==> src/rtl/gpio_bank_pkg.sv <==
package gpio_bank_pkg;

  // Word index of each register; index = byte offset / 4.
  typedef enum logic [3:0] {
    REG_MASK   = 4'd0,
    REG_DIR    = 4'd1,
    REG_OUT    = 4'd2,
    REG_TRIG   = 4'd3,
    REG_EDGPOL = 4'd4,
    REG_LVLPOL = 4'd5,
    REG_SMASK  = 4'd6,
    REG_SOUT   = 4'd7,
    REG_BFOUT  = 4'd8,
    REG_STAT   = 4'd9,
    REG_ALT    = 4'd10,
    REG_SCONF  = 4'd11,
    REG_PSTAT  = 4'd12
  } regIdx_e;

  localparam int NUM_REGS = 13;

  // Strobes from the bus decoder to the datapath.
  typedef struct packed {
    logic [NUM_REGS-1:0] wrEn;
    regIdx_e             rdSel;
    logic                rdHit;
  } strobe_t;

endpackage

==> src/rtl/gpio_bank_ctrl.sv <==
module gpio_bank_ctrl
  import gpio_bank_pkg::*;
#(
  parameter int ADDR_W = 6
) (
  input  logic              clk,
  input  logic              rstN,
  input  logic [ADDR_W-1:0] regAddr,
  input  logic              regWe,
  output strobe_t           strb
);

  localparam int IDX_W = ADDR_W - 2;

  logic [IDX_W-1:0] wordIdx;
  logic             aligned;
  logic             inMap;

  assign wordIdx = regAddr[ADDR_W-1:2];
  assign aligned = (regAddr[1:0] == 2'b00);
  assign inMap   = aligned && (wordIdx < IDX_W'(NUM_REGS));

  always_comb begin
    strb.wrEn  = '0;
    strb.rdHit = inMap;
    strb.rdSel = inMap ? regIdx_e'(wordIdx[3:0]) : REG_MASK;
    if (regWe && inMap) begin
      strb.wrEn[wordIdx] = 1'b1;
    end
  end

  // one decoded write strobe at most
  a_r2_single_write: assert property (@(posedge clk) disable iff (!rstN)
    $onehot0(strb.wrEn));

endmodule

==> src/rtl/gpio_bank_dp.sv <==
module gpio_bank_dp
  import gpio_bank_pkg::*;
#(
  parameter int PINS = 16
) (
  input  logic            clk,
  input  logic            rstN,
  input  strobe_t         strb,
  input  logic [PINS-1:0] regWdata,
  output logic [PINS-1:0] regRdata,
  input  logic [PINS-1:0] pinIn,
  output logic [PINS-1:0] pinOut,
  output logic [PINS-1:0] pinOe,
  output logic [PINS-1:0] altSel,
  input  logic            sleepMode,
  input  logic            battFault,
  output logic            irqOut
);

  logic [PINS-1:0] regs [NUM_REGS];
  logic [PINS-1:0] syncA, syncB, syncPrev;
  logic [PINS-1:0] trigHit;
  logic [PINS-1:0] status;
  logic [PINS-1:0] clrBits;
  logic [PINS-1:0] effMask;

  // Stored registers; status and pin level are views onto other state.
  for (genvar r = 0; r < NUM_REGS; r++) begin : g_reg
    if (r == int'(REG_STAT)) begin : g_stat
      always_comb regs[r] = status;
    end else if (r == int'(REG_PSTAT)) begin : g_pstat
      always_comb regs[r] = syncB;
    end else begin : g_rw
      always_ff @(posedge clk or negedge rstN) begin
        if (!rstN) begin
          regs[r] <= '0;
        end else if (strb.wrEn[r]) begin
          regs[r] <= regWdata;
        end
      end
    end
  end

  assign regRdata = strb.rdHit ? regs[strb.rdSel] : '0;

  // Two-flop synchroniser plus one history stage for edges.
  always_ff @(posedge clk or negedge rstN) begin
    if (!rstN) begin
      syncA    <= '0;
      syncB    <= '0;
      syncPrev <= '0;
    end else begin
      syncA    <= pinIn;
      syncB    <= syncA;
      syncPrev <= syncB;
    end
  end

  for (genvar i = 0; i < PINS; i++) begin : g_det
    logic rise, fall, lvl;
    assign rise = syncB[i] & ~syncPrev[i];
    assign fall = ~syncB[i] & syncPrev[i];
    assign lvl  = regs[REG_LVLPOL][i] ? syncB[i] : ~syncB[i];
    assign trigHit[i] = regs[REG_TRIG][i]
                      ? (regs[REG_EDGPOL][i] ? rise : fall)
                      : lvl;
  end

  assign clrBits = strb.wrEn[REG_STAT] ? regWdata : '0;

  always_ff @(posedge clk or negedge rstN) begin
    if (!rstN) begin
      status <= '0;
    end else begin
      status <= (status & ~clrBits) | trigHit;
    end
  end

  assign effMask = regs[REG_MASK] | (sleepMode ? regs[REG_SMASK] : '0);
  assign irqOut  = |(status & ~effMask);

  assign pinOe  = regs[REG_DIR];
  assign altSel = regs[REG_ALT];
  assign pinOut = battFault ? regs[REG_BFOUT]
                : (sleepMode ? regs[REG_SOUT] : regs[REG_OUT]);

  // without a clear write, no status bit falls
  a_r9_sticky_status: assert property (@(posedge clk) disable iff (!rstN)
    !strb.wrEn[REG_STAT] |=> ((status & $past(status)) == $past(status)));

  // the combined line needs some recorded event behind it
  a_r10_irq_has_source: assert property (@(posedge clk) disable iff (!rstN)
    irqOut |-> (status != '0));

  // output enables move only on a direction write
  a_r4_oe_holds: assert property (@(posedge clk) disable iff (!rstN)
    !strb.wrEn[REG_DIR] |=> $stable(pinOe));

  // the read-only level view never takes bus data
  a_r3_level_from_pins: assert property (@(posedge clk) disable iff (!rstN)
    1'b1 |=> (syncB == $past(syncA)));

endmodule

==> src/rtl/gpio_irq_bank.sv <==
module gpio_irq_bank
  import gpio_bank_pkg::*;
#(
  parameter int PINS   = 16,
  parameter int ADDR_W = 6
) (
  input  logic              clk,
  input  logic              rstN,
  input  logic [ADDR_W-1:0] regAddr,
  input  logic              regWe,
  input  logic [PINS-1:0]   regWdata,
  output logic [PINS-1:0]   regRdata,
  input  logic [PINS-1:0]   pinIn,
  output logic [PINS-1:0]   pinOut,
  output logic [PINS-1:0]   pinOe,
  output logic [PINS-1:0]   altSel,
  input  logic              sleepMode,
  input  logic              battFault,
  output logic              irqOut
);

  strobe_t strb;

  gpio_bank_ctrl #(.ADDR_W(ADDR_W)) u_ctrl (
    .clk     (clk),
    .rstN    (rstN),
    .regAddr (regAddr),
    .regWe   (regWe),
    .strb    (strb)
  );

  gpio_bank_dp #(.PINS(PINS)) u_dp (
    .clk       (clk),
    .rstN      (rstN),
    .strb      (strb),
    .regWdata  (regWdata),
    .regRdata  (regRdata),
    .pinIn     (pinIn),
    .pinOut    (pinOut),
    .pinOe     (pinOe),
    .altSel    (altSel),
    .sleepMode (sleepMode),
    .battFault (battFault),
    .irqOut    (irqOut)
  );

endmodule

==> config.mk <==
export PLATFORM = sky130hd
export DESIGN_NAME = gpio_irq_bank
export DESIGN_NICKNAME = d
export VERILOG_FILES = /design/src/rtl/gpio_bank_pkg.sv /design/src/rtl/gpio_bank_ctrl.sv /design/src/rtl/gpio_bank_dp.sv /design/src/rtl/gpio_irq_bank.sv
export SDC_FILE = /design/constraint.sdc
export NUM_CORES = 1
export LEC_CHECK = 0
export BUFFER_PORTS_ARGS = -buffer_cell sky130_fd_sc_hd__buf_2
export CORE_ASPECT_RATIO = 1.1
export CORE_MARGIN = 4
export CORE_UTILIZATION = 25
export DETAILED_ROUTE_END_ITERATION = 8
export PLACE_DENSITY = 0.4
export SYNTH_ARGS = -nofsm -noshare
export SYNTH_HDL_FRONTEND = slang
export SYNTH_HIERARCHICAL = 1
export SYNTH_SLANG_ARGS = --single-unit
==> constraint.sdc <==
create_clock -name clk -period 6.4 [get_ports clk]
set_input_delay 0.64 -clock clk [delete_from_list [all_inputs] [get_ports clk]]
set_output_delay 0.64 -clock clk [all_outputs]
set_load 0.02 [all_outputs]
* Yosys cells after proc, flatten, opt, wreduce, memory -nomap -nowiden
Cells that the tools add are included.
** Cells by class
- Order comparisons :: 4
- Mux-type cells :: 60
- Bitwise operators :: 71
- Reductions and logical operators :: 5
** Operator list (number)
- $mux 16 :: 7
- $bmux 16 s4 :: 1
- $mux 1 :: 49
- $and 1x1->1 :: 32
- $and 16x16->16 :: 2
- $not 1->1 :: 32
- $not 16->16 :: 2
- $or 16x16->16 :: 2
- $reduce_or 16->1 :: 1
- $mux 12 :: 1
- $ge 5x5->1 const B :: 1
- $lt 4x5->1 const B :: 1
- $not 4->5 :: 1
- $demux 1 s4 :: 1
- $ge 4x1->1 const B :: 1
- $lt 4x4->1 const B :: 1
- $mux 4 :: 1
- $logic_and 1x1->1 :: 3
- $logic_not 2->1 :: 1
** Word-level totals
- Register bits :: 240
- Output and inout port bits :: 65
- Word-level logic and storage cells :: 155

* Logic depth before layout (Yosys ltp)
- Depth after elaboration :: 9
- Depth in mapped cells :: 9

* Modules after synthesis
The synthesis kept the hierarchy.
** Modules (own cells, without submodules)
- gpio_bank_dp :: times used 1, cells an instance 875, area an instance 11677.4 um2, seq. area each 6005.8 um2
- gpio_bank_ctrl :: times used 1, cells an instance 31, area an instance 188.9 um2, seq. area each 0.0 um2

* Worst setup path after synthesis
Ideal clock, no wire load.
- Kind :: input -> output
- From :: in regAddr[5]
- To :: out regRdata[15]
- Arrival time :: 2.374 ns
- Required time :: 5.760 ns
- Setup slack :: 3.386 ns
- Stages on the path :: 8
- Buffers on the path :: 2
- Path through :: nand2_1 > and3_1 > buf_6 > buf_6 > or4b_1 > o211ai_1 > o21ai_0 > nor3_1
** RTL lines
- start, declared :: RTL line gpio_irq_bank.sv:9 : input logic [ADDR_W-1:0] regAddr,
- end, declared :: RTL line gpio_irq_bank.sv:12 : output logic [PINS-1:0] regRdata,

==> flow_metrics.py <==
metrics = {
    "cells_and_area": {
        "final_cell_mix": "dfrtp_1 (240), mux2_2 (187), buf_2 (106)",
        "multi_input_area_um2": 5200,
        "seqCellArea_um2": 6010,
        "fin_nets": 991,
        "num_antenna_cells": 0,
        "mostFrequentLayoutCell": "dfrtp_1",
        "nFillCells": 4780,
        "areaGrowthSynthToFinish_pct": 15.3,
        "drive_gt1_frac": 0.389,
    },
    "synth": {
        "syn_inst": 905,
        "syn_area_um2": 11900,
        "syn_area_per_cell_um2": 13.1,
        "ys.warnings.count": 6,
        "syn_nets": 948,
    },
    "timing": {
        "final.setup.tns_ns": 0,
        "fin_crit_sh": 0.638,
        "rsz0062_at_grt": "false",
        "max_freq_ghz": 0.245,
        "fin_skew_ns": 0.0229,
        "slew_viol_final": 0,
        "finalCriticalPeriod_ns": 4.08,
        "relSlewSlack": 0.206,
        "setup_viol": 0,
        "hold_violations": 0,
        "worstMarginPinSlew_ns": 1.19,
    },
    "routing": {
        "initialDrtViolationCount": 366,
        "drc_errors": 0,
        "drt_pass1_iterations": 5,
        "wl_mm": 36.2,
        "drt-wirelength-per-cell_um": 22.5,
        "route.antenna.remaining_nets": 0,
        "vias": 7470,
        "viasPerCell": 4.65,
    },
    "clock_network": {
        "htreeDepth": 1,
        "clockRootBuffer": "clkbuf_16",
        "clock_sinks": 240,
        "numCtsBuffers": 29,
        "cts_tree": "built",
        "insertion_delay_ns": 0.57,
        "hold_buffers": 0,
        "cts_max_path_buffers": 3,
        "cts-resized-gates": 0,
        "postCtsSetupBuffers": 0,
        "clk_pin_slew_ns": 0.06,
    },
    "power_and_ir_drop": {
        "p_total_w": 0.00402,
        "p_per_area_nw_per_um2": 294,
        "peakVddDrop_mv": 0.188,
        "p_leak_nw": 6.24,
    },
    "critical_path": {
        "required_ns": 5.76,
        "reg2reg_from": "u_dp/syncB[10]$_DFF_PN0_",
        "crit_slowest_cell": "and3_4",
        "slowest_delay_ns": 0.73,
        "crit_start": "regAddr[1]",
        "path_delay_family": "simple AND/OR/NAND/NOR gates",
        "cp_max_fo": 44,
        "critPathLaunchType": "input pin",
        "endpoint_kind": "output port",
        "cp.arrival_ns": 3.44,
        "path_cells": "buf_2 > nor2_1 > and3_4 > buf_12 > mux4_1 > mux2_2 > o211a_1 > buf_2",
        "cp_common_cell": "buf_2",
        "worstSetupPathType": "input pin to output port",
        "crit_buf_inv": 3,
    },
    "grt": {
        "grt_use_total": 0.140,
        "antenna_found_initial": 1,
        "grt_max_degree": 152,
        "overflow": 0,
        "grt_pass1_vias": 7927,
        "grt_pass1_wl_mm": 54.8,
    },
    "floorplan": {
        "fp.dieW_um": 216,
        "io_pins": 108,
        "dieHeight_um": 236,
        "row_count": 83,
        "initial_core_util": 0.253,
        "fp.dieArea_um2": 51000,
        "core_um2": 46800,
    },
    "placement": {
        "port_buffers": 107,
        "hpwl_mm": 22.2,
        "gp_congestion": 0.703,
    },
    "worst_hold_path": {
        "hold_path_class": "input pin to asynchronous set/reset pin",
    },
    "run_status": {
        "status": "complete, no violations",
    },
    "job": {
        "drv_cap": 0,
    },
}
==> registers in the layout (all words and copies together) (netlist names) <==
| signal | cells |
|---|---|
| u_dp/syncPrev | 16 |
| u_dp/altSel | 16 |
| u_dp/regs | 144 |
| u_dp/syncB | 16 |
| u_dp/status | 16 |
| u_dp/syncA | 16 |
| u_dp/pinOe | 16 |
==> metrics by stage <==
step / cells / hold WS [ns] / instance area, um2 / setup WS (ns) / util
after floorplan: 905 / 0.331 / 11900 / 3.41 / -
after global placement: 1554 / 0.333 / 12700 / 2.39 / 0.272
after detailed placement: 1554 / 0.336 / 12700 / 2.33 / 0.272
after CTS: 1607 / 0.120 / 13700 / 2.31 / 0.292
after global routing: 1607 / 0.143 / 13700 / 2.21 / 0.292
final: 1607 / 0.0936 / 13700 / 2.32 / 0.292
==> metal layers <==
layer / track usage / vias to the layer above / share of wire
li1: - / 3382 / -
met5: 0 / - / 0.00019
met4: 0.0342 / 2 / 0.019
met2: 0.230 / 115 / 0.47
met1: 0.196 / 3925 / 0.47
met3: 0.0202 / 46 / 0.034
==> worst paths after layout <==
check | endpoint | slack (ns) | depth (start not counted)
worst max-delay path | regRdata[10] | 2.32 | 8
worst min register to register | u_dp/syncB[9]$_DFF_PN0_ | 0.35 | 0
max in group asynchronous | u_dp/syncA[7]$_DFF_PN0_ | 4.89 | 2
worst min-delay path | u_dp/syncA[3]$_DFF_PN0_ | 0.09 | 1
worst max register to register | u_dp/status[10]$_DFF_PN0_ | 5.28 | 3
min in group clk | u_dp/syncA[6]$_DFF_PN0_ | 0.17 | 1
==> report_power, final <==
part,switching [W],internal (W)
Clock,0.000661,0.000963
Sequential,0.000143,0.00168
Combinational,0.000291,0.000276
Total,0.00109,0.00292
==> final cells by class <==
| class | instances | share of cell area |
|---|---|---|
| sequential | 240 | 0.439 |
| clock buffer | 45 | 0.0633 |
| timing repair buffer | 119 | 0.0483 |
| inverter | 19 | 0.00522 |
| clock inverter | 8 | 0.00503 |
| multi-input combinational | 539 | 0.380 |
| tap | 637 | 0.0583 |
==> worst register-to-register path: stages, from the launching register on <==
cell and delay (ns):
dfrtp_1 0.50, nand2b_1 0.15, o22ai_1 0.07, a221o_1 0.29
(Power assumes the default switching activity.)
